### config.mk
export PLATFORM = sky130hd
export DESIGN_NAME = mmcs_cs_timeout
export DESIGN_NICKNAME = d
export VERILOG_FILES = /design/src/rtl/mmcs_pkg.sv /design/src/rtl/mmcs_idle_timer.sv /design/src/rtl/mmcs_link_fsm.sv /design/src/rtl/mmcs_tmo_flag.sv /design/src/rtl/mmcs_cs_timeout.sv
export SDC_FILE = /design/constraint.sdc
export NUM_CORES = 1
export LEC_CHECK = 0
export ABC_AREA = 0
export BUFFER_PORTS_ARGS = -buffer_cell sky130_fd_sc_hd__buf_2
export CAP_MARGIN = 20
export CORE_AREA = 3 3 51 53
export DETAILED_ROUTE_END_ITERATION = 10
export DIE_AREA = 0 0 54 56
export PLACE_DENSITY = 0.81
export SYNTH_ARGS = -nofsm -noshare
export SYNTH_HDL_FRONTEND = slang
export SYNTH_SLANG_ARGS = --single-unit
### constraint.sdc
create_clock -name clk -period 5.3 [get_ports clk]
set_clock_uncertainty 0.1 [all_clocks]
set_input_delay 0.53 -clock clk [delete_from_list [all_inputs] [get_ports clk]]
set_output_delay 0.53 -clock clk [all_outputs]
set_load 0.01 [all_outputs]
### src/rtl/mmcs_pkg.sv
package mmcs_pkg;

    parameter int unsigned PERIOD_W_DEF = 16;

    typedef enum logic {
        LINK_OFF = 1'b0,
        LINK_ON  = 1'b1
    } link_e;

    typedef struct packed {
        logic request;
        logic expire;
    } link_ev_t;

    function automatic logic f_idle_run(input logic active, input logic enable,
                                        input logic full, input logic req);
        return active && enable && full && !req;
    endfunction

endpackage

### src/rtl/mmcs_idle_timer.sv
module mmcs_idle_timer
    import mmcs_pkg::*;
#(
    parameter int unsigned PERIOD_W = PERIOD_W_DEF
) (
    input  logic                clk,
    input  logic                rst,
    input  logic                active,
    input  logic                enable,
    input  logic                full,
    input  logic                req,
    input  logic [PERIOD_W-1:0] period,
    output logic                expire
);
    logic [PERIOD_W-1:0] count_q;
    logic                run;

    assign run    = f_idle_run(active, enable, full, req);
    assign expire = run && (count_q >= period);

    always_ff @(posedge clk) begin
        if (rst) begin
            count_q <= '0;
        end else if (!run || expire) begin
            count_q <= '0;
        end else begin
            count_q <= count_q + 1'b1;
        end
    end

    // a nonzero period can only expire after at least one full cycle
    a_r3_expire_after_full: assert property (@(posedge clk) disable iff (rst)
        (expire && period != '0 && $stable(period)) |-> $past(full));

    // an empty buffer cycle leaves the next cycle's count at zero
    a_r5_empty_restarts: assert property (@(posedge clk) disable iff (rst)
        (!full) |=> (count_q == '0));

endmodule

### src/rtl/mmcs_link_fsm.sv
module mmcs_link_fsm
    import mmcs_pkg::*;
(
    input  logic     clk,
    input  logic     rst,
    input  link_ev_t ev,
    output logic     cs_sel,
    output logic     cmd_launch
);
    link_e state_q;
    logic  launch_q;

    always_ff @(posedge clk) begin
        if (rst) begin
            state_q  <= LINK_OFF;
            launch_q <= 1'b0;
        end else begin
            launch_q <= 1'b0;
            unique case (state_q)
                LINK_OFF: if (ev.request) begin
                    state_q  <= LINK_ON;
                    launch_q <= 1'b1;
                end
                LINK_ON: if (ev.expire) begin
                    state_q <= LINK_OFF;
                end
                default: state_q <= LINK_OFF;
            endcase
        end
    end

    assign cs_sel     = (state_q == LINK_ON);
    assign cmd_launch = launch_q;

    // a request while released reselects and launches a full command
    a_r2_launch_on_request: assert property (@(posedge clk) disable iff (rst)
        (!cs_sel && ev.request) |=> (cs_sel && cmd_launch));

    // a request while selected never launches again
    a_r6_no_relaunch: assert property (@(posedge clk) disable iff (rst)
        (cs_sel && ev.request) |=> (cs_sel && !cmd_launch));

    // without an expiry the link stays selected
    a_r7_hold_without_expire: assert property (@(posedge clk) disable iff (rst)
        (cs_sel && !ev.expire) |=> cs_sel);

endmodule

### src/rtl/mmcs_tmo_flag.sv
module mmcs_tmo_flag (
    input  logic clk,
    input  logic rst,
    input  logic set,
    input  logic clr,
    output logic flag
);
    logic flag_q;

    always_ff @(posedge clk) begin
        if (rst)      flag_q <= 1'b0;
        else if (set) flag_q <= 1'b1;
        else if (clr) flag_q <= 1'b0;
    end

    assign flag = flag_q;

    // a release in the clear cycle still leaves the flag set
    a_r8_set_wins: assert property (@(posedge clk) disable iff (rst)
        set |=> flag);

    // a clear with no release empties the flag
    a_r8_clear_works: assert property (@(posedge clk) disable iff (rst)
        (clr && !set) |=> !flag);

endmodule

### src/rtl/mmcs_cs_timeout.sv
module mmcs_cs_timeout
    import mmcs_pkg::*;
#(
    parameter int unsigned PERIOD_W = PERIOD_W_DEF
) (
    input  logic                clk,
    input  logic                rst,
    input  logic                tmo_en,
    input  logic [PERIOD_W-1:0] tmo_period,
    input  logic                buf_full,
    input  logic                rd_req,
    input  logic                flag_clr,
    output logic                cs_sel,
    output logic                cmd_launch,
    output logic                tmo_flag
);
    logic     expire;
    link_ev_t ev;

    mmcs_idle_timer #(.PERIOD_W(PERIOD_W)) u_timer (
        .clk    (clk),
        .rst    (rst),
        .active (cs_sel),
        .enable (tmo_en),
        .full   (buf_full),
        .req    (rd_req),
        .period (tmo_period),
        .expire (expire)
    );

    assign ev.request = rd_req;
    assign ev.expire  = expire;

    mmcs_link_fsm u_link (
        .clk        (clk),
        .rst        (rst),
        .ev         (ev),
        .cs_sel     (cs_sel),
        .cmd_launch (cmd_launch)
    );

    mmcs_tmo_flag u_flag (
        .clk  (clk),
        .rst  (rst),
        .set  (expire),
        .clr  (flag_clr),
        .flag (tmo_flag)
    );

    // every release of chip select comes with the timeout flag
    a_r3_release_flags: assert property (@(posedge clk) disable iff (rst)
        $fell(cs_sel) |-> tmo_flag);

    // a request cycle never ends in a release
    a_r9_request_beats_expiry: assert property (@(posedge clk) disable iff (rst)
        (cs_sel && rd_req) |=> cs_sel);

    // the launch strobe only follows a reselection
    a_r1_launch_with_select: assert property (@(posedge clk) disable iff (rst)
        cmd_launch |-> $rose(cs_sel));

endmodule

# [After elaboration in Yosys (flattened, before gate mapping)]
# Index checks and enable logic that the tools add are counted.
[totals] output_inout_bits=3 in_bits=22 elab_cells=22 ff_bits=19
[classes] order_cmp=1 n_reduce_logical=10 n_bitwise=1 muxes=5 n_addsub=1
[op_table] op="$add 16x1->16 const B" n=1
[op_table] op="$ge 16x16->1" n=1
[op_table] op="$logic_and 1x1->1" n=4
[op_table] op="$mux 1" n=4
[op_table] op="$reduce_or 2->1" n=2
[op_table] op="$logic_not 1->1" n=2
[op_table] op="$pmux 1 s2" n=1
[op_table] op="$reduce_bool 2->1" n=1
[op_table] op="$logic_or 1x1->1" n=1
[op_table] op="$not 1->1" n=1

# [Depth between registers and ports, before layout]
# Gate-level depths: netlist (run 1).
[depth] ltp_word=6 depth_mapped=9

# [Cells and area by module]
# A second synthesis (run 1) with hierarchy kept.
[hier_totals] cells_unflattened=138 hier_area_um2=1191.1
[modules_own_cells] mod="mmcs_idle_timer" n_inst=1 seq_area_each_um2=320.3 cells_each=129 area_per_inst_um2=1093.5
[modules_own_cells] mod="mmcs_link_fsm" n_inst=1 seq_area_each_um2=40.0 cells_each=5 area_per_inst_um2=58.8
[modules_own_cells] mod="mmcs_tmo_flag" n_inst=1 seq_area_each_um2=20.0 cells_each=4 area_per_inst_um2=38.8

# [Worst setup path before layout (run 1)]
# No wires, ideal clock.
[synth_timing] path_kind="input to register" from="input port tmo_period[13]" to="register u_timer.count_q[8]" cell_stages=9 setup_ps=74 arrival_ps=2260 slack_ps=2866 path_cell_list="inv_1 > ha_1 > nand4_1 > nor2_1 > a311o_1 > or4_1 > buf_6 > buf_12 > nor3_4"
[synth_between] elab_chain_len=4
[synth_rtl] item="start: declaration" line_no="mmcs_cs_timeout.sv:9" source="input logic [PERIOD_W-1:0] tmo_period,"
[synth_rtl] item="$ge 16x16->1" line_no="mmcs_idle_timer.sv:19" source="assign expire = run && (count_q >= period);"
[synth_rtl] item="$logic_and 1x1->1" line_no="mmcs_idle_timer.sv:19"
[synth_rtl] item="$logic_or 1x1->1" line_no="mmcs_idle_timer.sv:24" source="end else if (!run || expire) begin"
[synth_rtl] item="$reduce_or 2->1 (no source line)"
[synth_rtl] item="end signal: assignment" line_no="mmcs_idle_timer.sv:27" source="count_q <= count_q + 1'b1;"
[synth_rtl] item="end: declaration" line_no="mmcs_idle_timer.sv:15" source="logic [PERIOD_W-1:0] count_q;"
# Every way passes these cells.
# A chain may end at the register's enable or synchronous reset.

# [Worst setup path in the final report (run 1)]
[layout_timing] from="register u_timer.count_q[0]" to="register u_flag.flag_q (netlist: u_flag.flag)"
[layout_between] elab_chain_len=3 elab_cells_between_ends=4 classes_between="order compare: 1; mux: 1; reduce/logical: 2"
[layout_rtl] item="$ge 16x16->1 (*)" line_no="mmcs_idle_timer.sv:19"
[layout_rtl] item="$logic_and 1x1->1 (*)" line_no="mmcs_idle_timer.sv:19"
[layout_rtl] item="$mux 1 or $reduce_bool 2->1 (tied branches)"
[layout_rtl] item="end signal: assignment" line_no="mmcs_tmo_flag.sv:11" source="if (rst) flag_q <= 1'b0;"
[layout_rtl] item="end signal: assignment" line_no="mmcs_tmo_flag.sv:12" source="else if (set) flag_q <= 1'b1;"
[layout_rtl] item="end signal: assignment" line_no="mmcs_tmo_flag.sv:13" source="else if (clr) flag_q <= 1'b0;"
[layout_rtl] item="end: declaration" line_no="mmcs_tmo_flag.sv:8" source="logic flag_q;"
# Mark *: on every way between the ends. The rest lies on a longest branch, timed or not.

==> qor.csv, run 1 <==
metric,value,unit
status,"finished, final reports clean",
track_usage,17.36,%
antennaDiodeCount,0,
cts_tree,yes,
max_freq,356.4,MHz
wirelength,2.367,mm
clkSlewWorstSetupHoldPaths,0.10,ns
path_max_fanout,18,
drt_iter0_markers,14,
wl_met1,1.011,mm
multi_input_area,772.0,um^2
final_common_cell,buf_2,
slew_violations,0,
timing.final.ws_setup,2.494,ns
ys_top_cells_by_area,"dfxtp_1, ha_1, nor3_2",
finalCriticalPeriod,2.806,ns
synth-seq-cells,19,
numCtsBuffers,3,
synth_top_area_cell,dfxtp_1,
areaGrowthSynthToFinish,11.23,%
hold_viol,0,
p_leak,0.6522,nW
hp-class,in -> reg,
htree_levels,1,
layout_common_cells,"buf_2, inv_1, dfxtp_1",
holdBufCountCts,0,
design.die.area,3024,um^2
route.detailed.drc,0,
synth_top_area_share,29.95,%
rows,17,
critPathRequiredTime,5.39,ns
io_pins,25,
dpl_worst_slack,2.335,ns
vias_per_cell,5.492,
final.setup.tns,0,ns
grt_pass1_vias,1009,
worstSetupEndpointType,flop,
worst-setup-path-type,reg -> reg,
setup_viol,0,
fill_cells,197,
synthCells,139,
place.gp.congestion,0.7018,
syn_area,1270,um^2
port-buffer-count,24,
final_cells,191,
power_per_cell_area,170.0,nW/um^2
placedCellCount,187,
clock_tree.buffer_depth,2,
avgSynthCellArea,9.136,um^2
drv_cap,0,
core_area,2191,um^2
period_share,52.93,%
overflow,0,
start_util,57.97,%
nets,203,
design_area,1413,um^2
worstMarginPinSlew,0.8346,ns
avgRoutedWirePerCell,12.39,um
hpwl,2.001,mm
post-cts-setup-buffers,0,
ys_types,32,
die_w,54,um
clk_latency,0.29,ns
ff_latch_area,380.4,um^2
post_cts_resized,0,
root_buffer,clkbuf_4,
grt_pass1_wl,4.050,mm
antenna_found_initial,0,
grt_max_degree,19,
vias,1049,
dpl_cell_area,1386,um^2
maxSlewHeadroom,44.36,%
ys_warn_count,0,
cts_sinks,19,
hold_ws,0.3345,ns
drive_gt1_share,24.54,%
power.total,0.2401,mW
die_y,56,um
dr.max_layer_used,met4,
wl_met3,138,um
worstSetupStartpointType,flop,
route.met2.wl,1.181,mm
peakVddDrop,0.0001268,V
fin_util,64.48,%
ys_seq_area_share,29.95,%
rsz0062_at_grt,no,
synth_nets,178,
arrival,2.90,ns
firstDrtPassIters,4,
antenna_left,0,
-- area by class of cell --
type | count | area share, %
Sequential cell | 19 | 26.93
Timing Repair Buffer | 24 | 8.503
Inverter | 21 | 5.580
Tap cell | 28 | 2.480
Clock buffer | 4 | 1.860
Multi-Input combinational cell | 95 | 54.65
-- registers in the layout (all words and copies together), names as in the netlist --
signal and count:
u_link.cmd_launch 1, u_flag.flag 1, u_timer.count_q 16, u_link.cs_sel 1
-- cells by family (layout without fill, tap and decap cells) --
| family | Yosys count | count (layout) | share of synthesized area, % |
|---|---|---|---|
| DFF | 19 | 19 | 29.95 |
| xor gates and xnor gates | 14 | 14 | 9.655 |
| AOI/OAI and AO/OA | 13 | 13 | 8.867 |
| buffers and inverters | 25 | 49 | 9.261 |
| adders and majority gates | 17 | 17 | 16.75 |
| and+or+nand+nor | 51 | 51 | 25.52 |
-- path summary, 6_finish.rpt --
kind	startpoint	end	slack, ns	cells past startpoint
min	rst	u_link.cs_sel$_SDFF_PP0_	0.33	2
min reg2reg	u_flag.flag$_SDFFE_PP0P_	u_flag.flag$_SDFFE_PP0P_	0.39	1
max reg2reg	u_timer.count_q[0]$_SDFF_PP0_	u_flag.flag$_SDFFE_PP0P_	2.49	7
max	u_timer.count_q[0]$_SDFF_PP0_	u_flag.flag$_SDFFE_PP0P_	2.49	7
-- power breakdown --
part	internal (mW)	leakage, nW	switching (mW)	total [mW]
Sequential	0.144	0.154	0.000872	0.145
Combinational	0.0128	0.484	0.0110	0.0238
Clock	0.0292	0.0150	0.0424	0.0717
-- cell usage after synthesis --
cell type and n:
a2111oi_4 1, a211o_1 1, a211oi_1 1, a21o_1 2, a21oi_1 4, a22o_1 1, a311o_1 1, a41o_1 1
and3_1 2, buf_1 1, buf_12 1, buf_6 1, clkbuf_1 1, dfxtp_1 19, ha_1 17, inv_1 21
nand2_1 5, nand2b_4 1, nand3_1 7, nand4_1 4, nand4b_1 1, nor2_1 7, nor2b_1 1, nor3_1 10
nor3_2 9, nor3_4 1, nor3b_1 1, o21ai_0 1, or2_2 1, or4_1 1, xnor2_1 6, xor2_1 8
-- metal layers --
metal  up-vias  GRT usage [%]
met5         -              0
li1        530              -
met2        35          30.10
met3         6          2.681
met1       478          20.69
met4         0          6.406
-- critical path, cell delays in order, from the launching register on --
cell and delay, ns:
dfxtp_1 0.44, inv_1 0.07, ha_1 0.27, nand2b_4 0.15, a2111oi_4 0.33, nor3_1 0.08
or4_1 0.90, a22o_1 0.36
No activity file was read; power rests on OpenSTA's default activity.
==> run 2, diff against run 1 <==
Settings changed: ABC_AREA 0 to 1, CORE_AREA 3 3 51 53 to 3 3 56 58, DIE_AREA 0 0 54 56 to 0 0 59 61, PLACE_DENSITY 0.81 to 0.72.
Clock period 5.3 ns to 2.35 ns, I/O delays scaled along.
==> qor.csv, run 2 <==
metric,value,unit,change
cts_tree,yes,,
use_met1,19.02,%,-1.7 points
post_cts_resized,0,,unchanged
htree_levels,1,,unchanged
synth_top_area_share,29.51,%,-0.44 points
grt_use_met3,4.043,%,+1.4 points
final.setup.tns,0,ns,unchanged
grtUsageMet2,21.77,%,-8.3 points
post-cts-setup-buffers,0,,unchanged
synth-seq-cells,19,,unchanged
track_usage,13.89,%,-3.5 points
status,"finished, final reports clean",,
layout_common_cells,"inv_1, nand2_1, buf_2",,
path_max_fanout,16,,-2
antenna_left,0,,unchanged
antenna_found_initial,0,,unchanged
firstDrtPassIters,4,,unchanged
worstSetupEndpointType,flop,,
synth_edf_count,0,,unchanged
avgRoutedWirePerCell,9.250,um,-25%
start_util,47.55,%,-10 points
largest-register,u_timer.count_q,,
p_leak,0.7269,nW,+11%
finalCriticalPeriod,1.830,ns,-0.9759 ns
vias,1028,,-2.0%
core_area,2710,um^2,+24%
ys_top_cells_by_area,"dfxtp_1, ha_1, inv_1",,
critPathRequiredTime,2.49,ns,-2.90 ns
io_pins,25,,unchanged
vias_per_cell,4.431,,-19%
setup_viol,0,,unchanged
port-buffer-count,24,,unchanged
ys_seq_area_share,29.51,%,-0.44 points
yosys-top-cells-count,"inv_1, nand2_1, nor2_1",,
drive_gt1_share,22.39,%,-2.2 points
nets,241,,+19%
ys_async_sr_fraction,0,%,unchanged
numCtsBuffers,3,,unchanged
synthCells,173,,+24%
drt_iter0_markers,19,,+5
wirelength,2.146,mm,-9.3%
root_buffer,clkbuf_4,,
ys_types,24,,-25%
slew_violations,0,,unchanged
drv_cap,0,,unchanged
die_y,61,um,+8.9%
hp-class,in -> reg,,
grt_max_degree,17,,-2
grt_pass1_wl,3.864,mm,-4.6%
final_common_cell,inv_1,,
clk_latency,0.30,ns,about the same
hpwl,1.748,mm,-13%
max_freq,546.6,MHz,+53%
route.detailed.drc,0,,unchanged
syn_area,1289,um^2,+1.5%
clkSlewWorstSetupHoldPaths,0.11,ns,about the same
ys_warn_count,0,,unchanged
synth_nets,212,,+19%
die_w,59,um,+9.3%
worstMarginPinSlew,0.2651,ns,-0.5694 ns
power_per_cell_area,373.0,nW/um^2,+120%
areaGrowthSynthToFinish,14.37,%,
cts_sinks,19,,unchanged
worst-setup-path-type,reg -> reg,,
synth_top_area_cell,dfxtp_1,,
largest_reg_flops,16,,unchanged
avgSynthCellArea,7.449,um^2,-18%
design.die.area,3599,um^2,+19%
peakVddDrop,0.0003879,V,+210%
maxSlewHeadroom,82.29,%,+38 points
rsz0062_at_grt,no,,
worstSetupStartpointType,flop,,
clock_tree.buffer_depth,2,,unchanged
place.gp.congestion,0.8292,,+18%
synth_ff_type,dfxtp_1,,
dpl_worst_slack,0.5514,ns,-1.783 ns
timing.final.ws_setup,0.5204,ns,-1.974 ns
overflow,0,,unchanged
grt_pass1_vias,949,,-5.9%
rows,19,,+2
period_share,77.86,%,+25 points
hold_viol,0,,unchanged
antennaDiodeCount,0,,unchanged
arrival,1.97,ns,-0.93 ns
top_usage_layer,met2,,
yosysMostFrequentCell,inv_1,,
run 2: changes by cell type after synthesis, moves of 3 or more:
cell,delta
a21oi_1,+3
inv_1,+13
nand2_1,+25
nand3_1,-4
nor2_1,+15
nor2_2,+6
nor3_1,-7
nor3_2,-8
run 2: what timing repair did:
action,4_1_cts,5_1_grt
setup endpoints to repair,0,0
hold buffers,1,0
endpoints found under the hold margin,1,0
run 2: critical path: stages (launching register included):
cell and delay (ns):
dfxtp_1 0.47, ha_1 0.29, nand2_1 0.09, nor2_1 0.05
nor2_1 0.07, nand2_1 0.06, nand2_1 0.05, nand2_1 0.06
nand2_1 0.12, nand4_4 0.24, nor2_1 0.16
run 2: layout make-up:
class | count | area [um^2]
Inverter | 36 | 135.1
Clock inverter | 1 | 5.005
Sequential cell | 19 | 380.4
Fill cell | 283 | 1236
Tap cell | 31 | 38.79
Timing Repair Buffer | 25 | 130.1
Multi-Input combinational cell | 117 | 762.0
Clock buffer | 3 | 22.52
run 2: path summary, 6_finish.rpt:
path                                                    start                       endpoint  slack, ns  depth (start not counted)
worst max-delay path            u_timer.count_q[3]$_SDFF_PP0_  u_timer.count_q[2]$_SDFF_PP0_       0.52                         10
worst min-delay path                                 flag_clr       u_flag.flag$_SDFFE_PP0P_       0.06                          4
worst max register to register  u_timer.count_q[3]$_SDFF_PP0_  u_timer.count_q[2]$_SDFF_PP0_       0.52                         10
worst min register to register       u_flag.flag$_SDFFE_PP0P_       u_flag.flag$_SDFFE_PP0P_       0.37                          2
run 2: per-stage QoR:
step / power [mW] / util [%] / instance area [um^2] / hold slack, ns / instances
2_1_floorplan: 0.3648 / - / 1289 / 0.2041 / 173
3_3_place_gp: 0.3888 / 53.00 / 1436 / 0.3295 / 227
3_5_place_dp: 0.3893 / 53.00 / 1436 / 0.3324 / 227
4_1_cts: 0.5575 / 54.39 / 1474 / 0.05517 / 232
5_1_grt: 0.5782 / 54.39 / 1474 / 0.07047 / 232
6_report: 0.5497 / 54.39 / 1474 / 0.06034 / 232
run 2: logic make-up (layout without fill, tap and decap cells):
family,count (synthesis),in the layout,synth area share [%]
AND/OR/NAND/NOR,75,75,28.64
adder cells (fa/ha/maj),17,17,16.50
XOR/XNOR,13,13,8.835
buffers and inverters,37,65,11.36
flip-flops,19,19,29.51
AO/OA/AOI/OAI,12,12,5.145
run 2: per-layer routing:
| layer | vias to the layer above | routed length (um) |
|---|---|---|
| met3 | 4 | 116 |
| met4 | 0 | 23 |
| met2 | 19 | 883 |
| met5 | - | 0 |
| li1 | 595 | - |
| met1 | 410 | 1122 |
run 2: report_power, final:
group	total, mW	internal (mW)	switching, mW
Clock	0.167	0.0635	0.103
Sequential	0.327	0.325	0.00217
Combinational	0.0557	0.0276	0.0281
==> run 3, diff against run 2 <==
Clock period 2.35 ns to 1.65 ns, I/O delays scaled along.
==> qor.csv, run 3 (synthesized netlist as in run 2, its figures left out) <==
metric,value,unit,change
ff_latch_area,387.9,um^2,+2.0%
drt_iter0_markers,19,,unchanged
grt_pass1_vias,984,,+3.7%
clkSlewWorstSetupHoldPaths,0.10,ns,about the same
grt_pass1_wl,4.160,mm,+7.7%
slew_violations,0,,unchanged
worstMarginPinSlew,0.4390,ns,+0.1739 ns
fin_util,65.88,%,+11 points
hpwl,1.907,mm,+9.1%
layout_common_cells,"inv_1, nand2_1, buf_2",,
rows,19,,unchanged
dpl_worst_slack,-0.04123,ns,-0.5927 ns
maxSlewHeadroom,70.62,%,-12 points
peakVddDrop,0.0005488,V,+41%
drive_gt1_share,42.01,%,+20 points
design.die.area,3599,um^2,unchanged
period_share,100.7,%,+23 points
violations,negative setup slack,,
track_usage,15.05,%,+1.2 points
clk_latency,0.30,ns,about the same
power_per_cell_area,454.0,nW/um^2,+22%
max_freq,601.7,MHz,+10%
io_pins,25,,unchanged
holdPathStages,3,,-1
antennaDiodeCount,0,,unchanged
root_buffer,clkbuf_4,,
finalCriticalPeriod,1.662,ns,-0.1676 ns
design_area,1785,um^2,+21%
port-buffer-count,24,,unchanged
nets,259,,+7.5%
hold_end,u_link.cmd_launch$_SDFF_PP0_,,
largest-register,u_timer.count_q,,
fill_cells,232,,-18%
firstDrtPassIters,4,,unchanged
min_from,rd_req,,
reg2reg_depth,11,,+1
antenna_left,0,,unchanged
worst-setup-path-type,reg -> reg,,
route.detailed.drc,0,,unchanged
hold_viol,0,,unchanged
die_w,59,um,unchanged
crit_start,u_timer.count_q[0]$_SDFF_PP0_,,
place.gp.congestion,0.8086,,-2.5%
wirelength,2.791,mm,+30%
cts_sinks,19,,unchanged
p_leak,0.8559,nW,+18%
htree_levels,1,,unchanged
core_area,2710,um^2,unchanged
worstSetupStartpointType,flop,,
grt_max_degree,11,,-6
r2r_end,u_timer.count_q[0]$_SDFF_PP0_,,
areaGrowthSynthToFinish,38.54,%,
setup_viol,5,,+5
worstSetupEndpointType,flop,,
avgRoutedWirePerCell,11.16,um,+21%
drv_cap,0,,unchanged
r2r-start,u_timer.count_q[0]$_SDFF_PP0_,,
start_util,47.55,%,unchanged
multi_input_area,939.7,um^2,+23%
arrival,1.80,ns,-0.17 ns
critPathRequiredTime,1.79,ns,-0.70 ns
hp-class,in -> reg,,
rsz0062_at_grt,yes,,
cts_tree,yes,,
worst-r2r-setup-slack,-0.01,ns,-0.53 ns
vias_per_cell,4.752,,+7.2%
overflow,0,,unchanged
die_y,61,um,unchanged
power.total,0.8106,mW,+47%
numCtsBuffers,3,,unchanged
vias,1188,,+16%
dpl_cell_area,1556,um^2,+8.4%
antenna_found_initial,0,,unchanged
path_max_fanout,8,,-8
timing.final.ws_setup,-0.01197,ns,-0.5324 ns
final_common_cell,inv_1,,
clock_tree.buffer_depth,2,,unchanged
largest_reg_flops,16,,unchanged
status,"finished, violations left",,
==> run 3: cell types whose count changed in the layout (fill, tap and decap cells not counted), sizes merged <==
cell | before | now
clkinv | 1 | 0
clkbuf | 3 | 4
nand4 | 5 | 6
buf | 24 | 41
==> run 3: per-stage QoR <==
| step | hold WS (ns) | setup TNS, ns | std cells |
|---|---|---|---|
| 2_1_floorplan | 0.1341 | 0 | 173 |
| 3_3_place_gp | 0.2608 | -0.05815 | 243 |
| 3_5_place_dp | 0.2631 | -0.2278 | 243 |
| 4_1_cts | 0.001072 | 0 | 249 |
| 5_1_grt | 0.03394 | -2.453 | 250 |
| 6_report | 0.01724 | -0.03137 | 250 |
==> run 3: final cells by class <==
class / instances / share of cell area, %
clock buffers: 4 / 1.472
inverters: 36 / 7.568
multi-input cells: 118 / 52.63
flip-flops and latches: 19 / 21.72
well taps: 31 / 2.172
repair buffers: 42 / 14.44
==> run 3: repair_timing <==
item / 4_1_cts / 5_1_grt
gates resized for setup: 2 / 33
endpoints found under the setup margin: 16 / 18
cloned: 1 / 0
pin swaps: 1 / 14
setup buffers: 0 / 1
hold buffers: 1 / 0
endpoints found under the hold margin: 1 / 0
==> run 3: how the worst max path moves through the flow <==
stage                                      to  slack (ns)  cells past startpoint
6_report        u_timer.count_q[0]$_SDFF_PP0_       -0.01                     11
3_5_place_dp   u_timer.count_q[15]$_SDFF_PP0_       -0.04                     11
4_1_cts         u_timer.count_q[2]$_SDFF_PP0_       0.005                      6
2_1_floorplan   u_timer.count_q[0]$_SDFF_PP0_        0.05                     11
5_1_grt         u_timer.count_q[1]$_SDFF_PP0_       -0.16                     11
3_3_place_gp   u_timer.count_q[10]$_SDFF_PP0_       -0.01                     11
==> run 3: power by group <==
group,switching (mW),internal [mW],total (mW)
sequential,0.00276,0.463,0.466
clock,0.149,0.0944,0.243
combinational,0.0535,0.0481,0.102
==> run 3: layer usage <==
| layer | part of all wire (%) | global-route usage, % | routed length [um] | vias up |
|---|---|---|---|---|
| met3 | 4.8 | 4.681 | 133 | 8 |
| met4 | 2.9 | 5.502 | 80 | 0 |
| li1 | - | - | - | 630 |
| met5 | 0 | 0 | 0 | - |
| met2 | 49 | 23.34 | 1360 | 29 |
| met1 | 44 | 19.72 | 1217 | 521 |
==> run 3: critical path, cell delays in order (launching register included) <==
cell and delay [ns]:
dfxtp_2 0.35, inv_2 0.05, ha_4 0.20, nand2_2 0.07, nor2_2 0.04, nor2_1 0.13
nand2_1 0.10, nand2_1 0.08, nand2_2 0.08, nand2_4 0.09, nand4_4 0.18, nor2_2 0.14
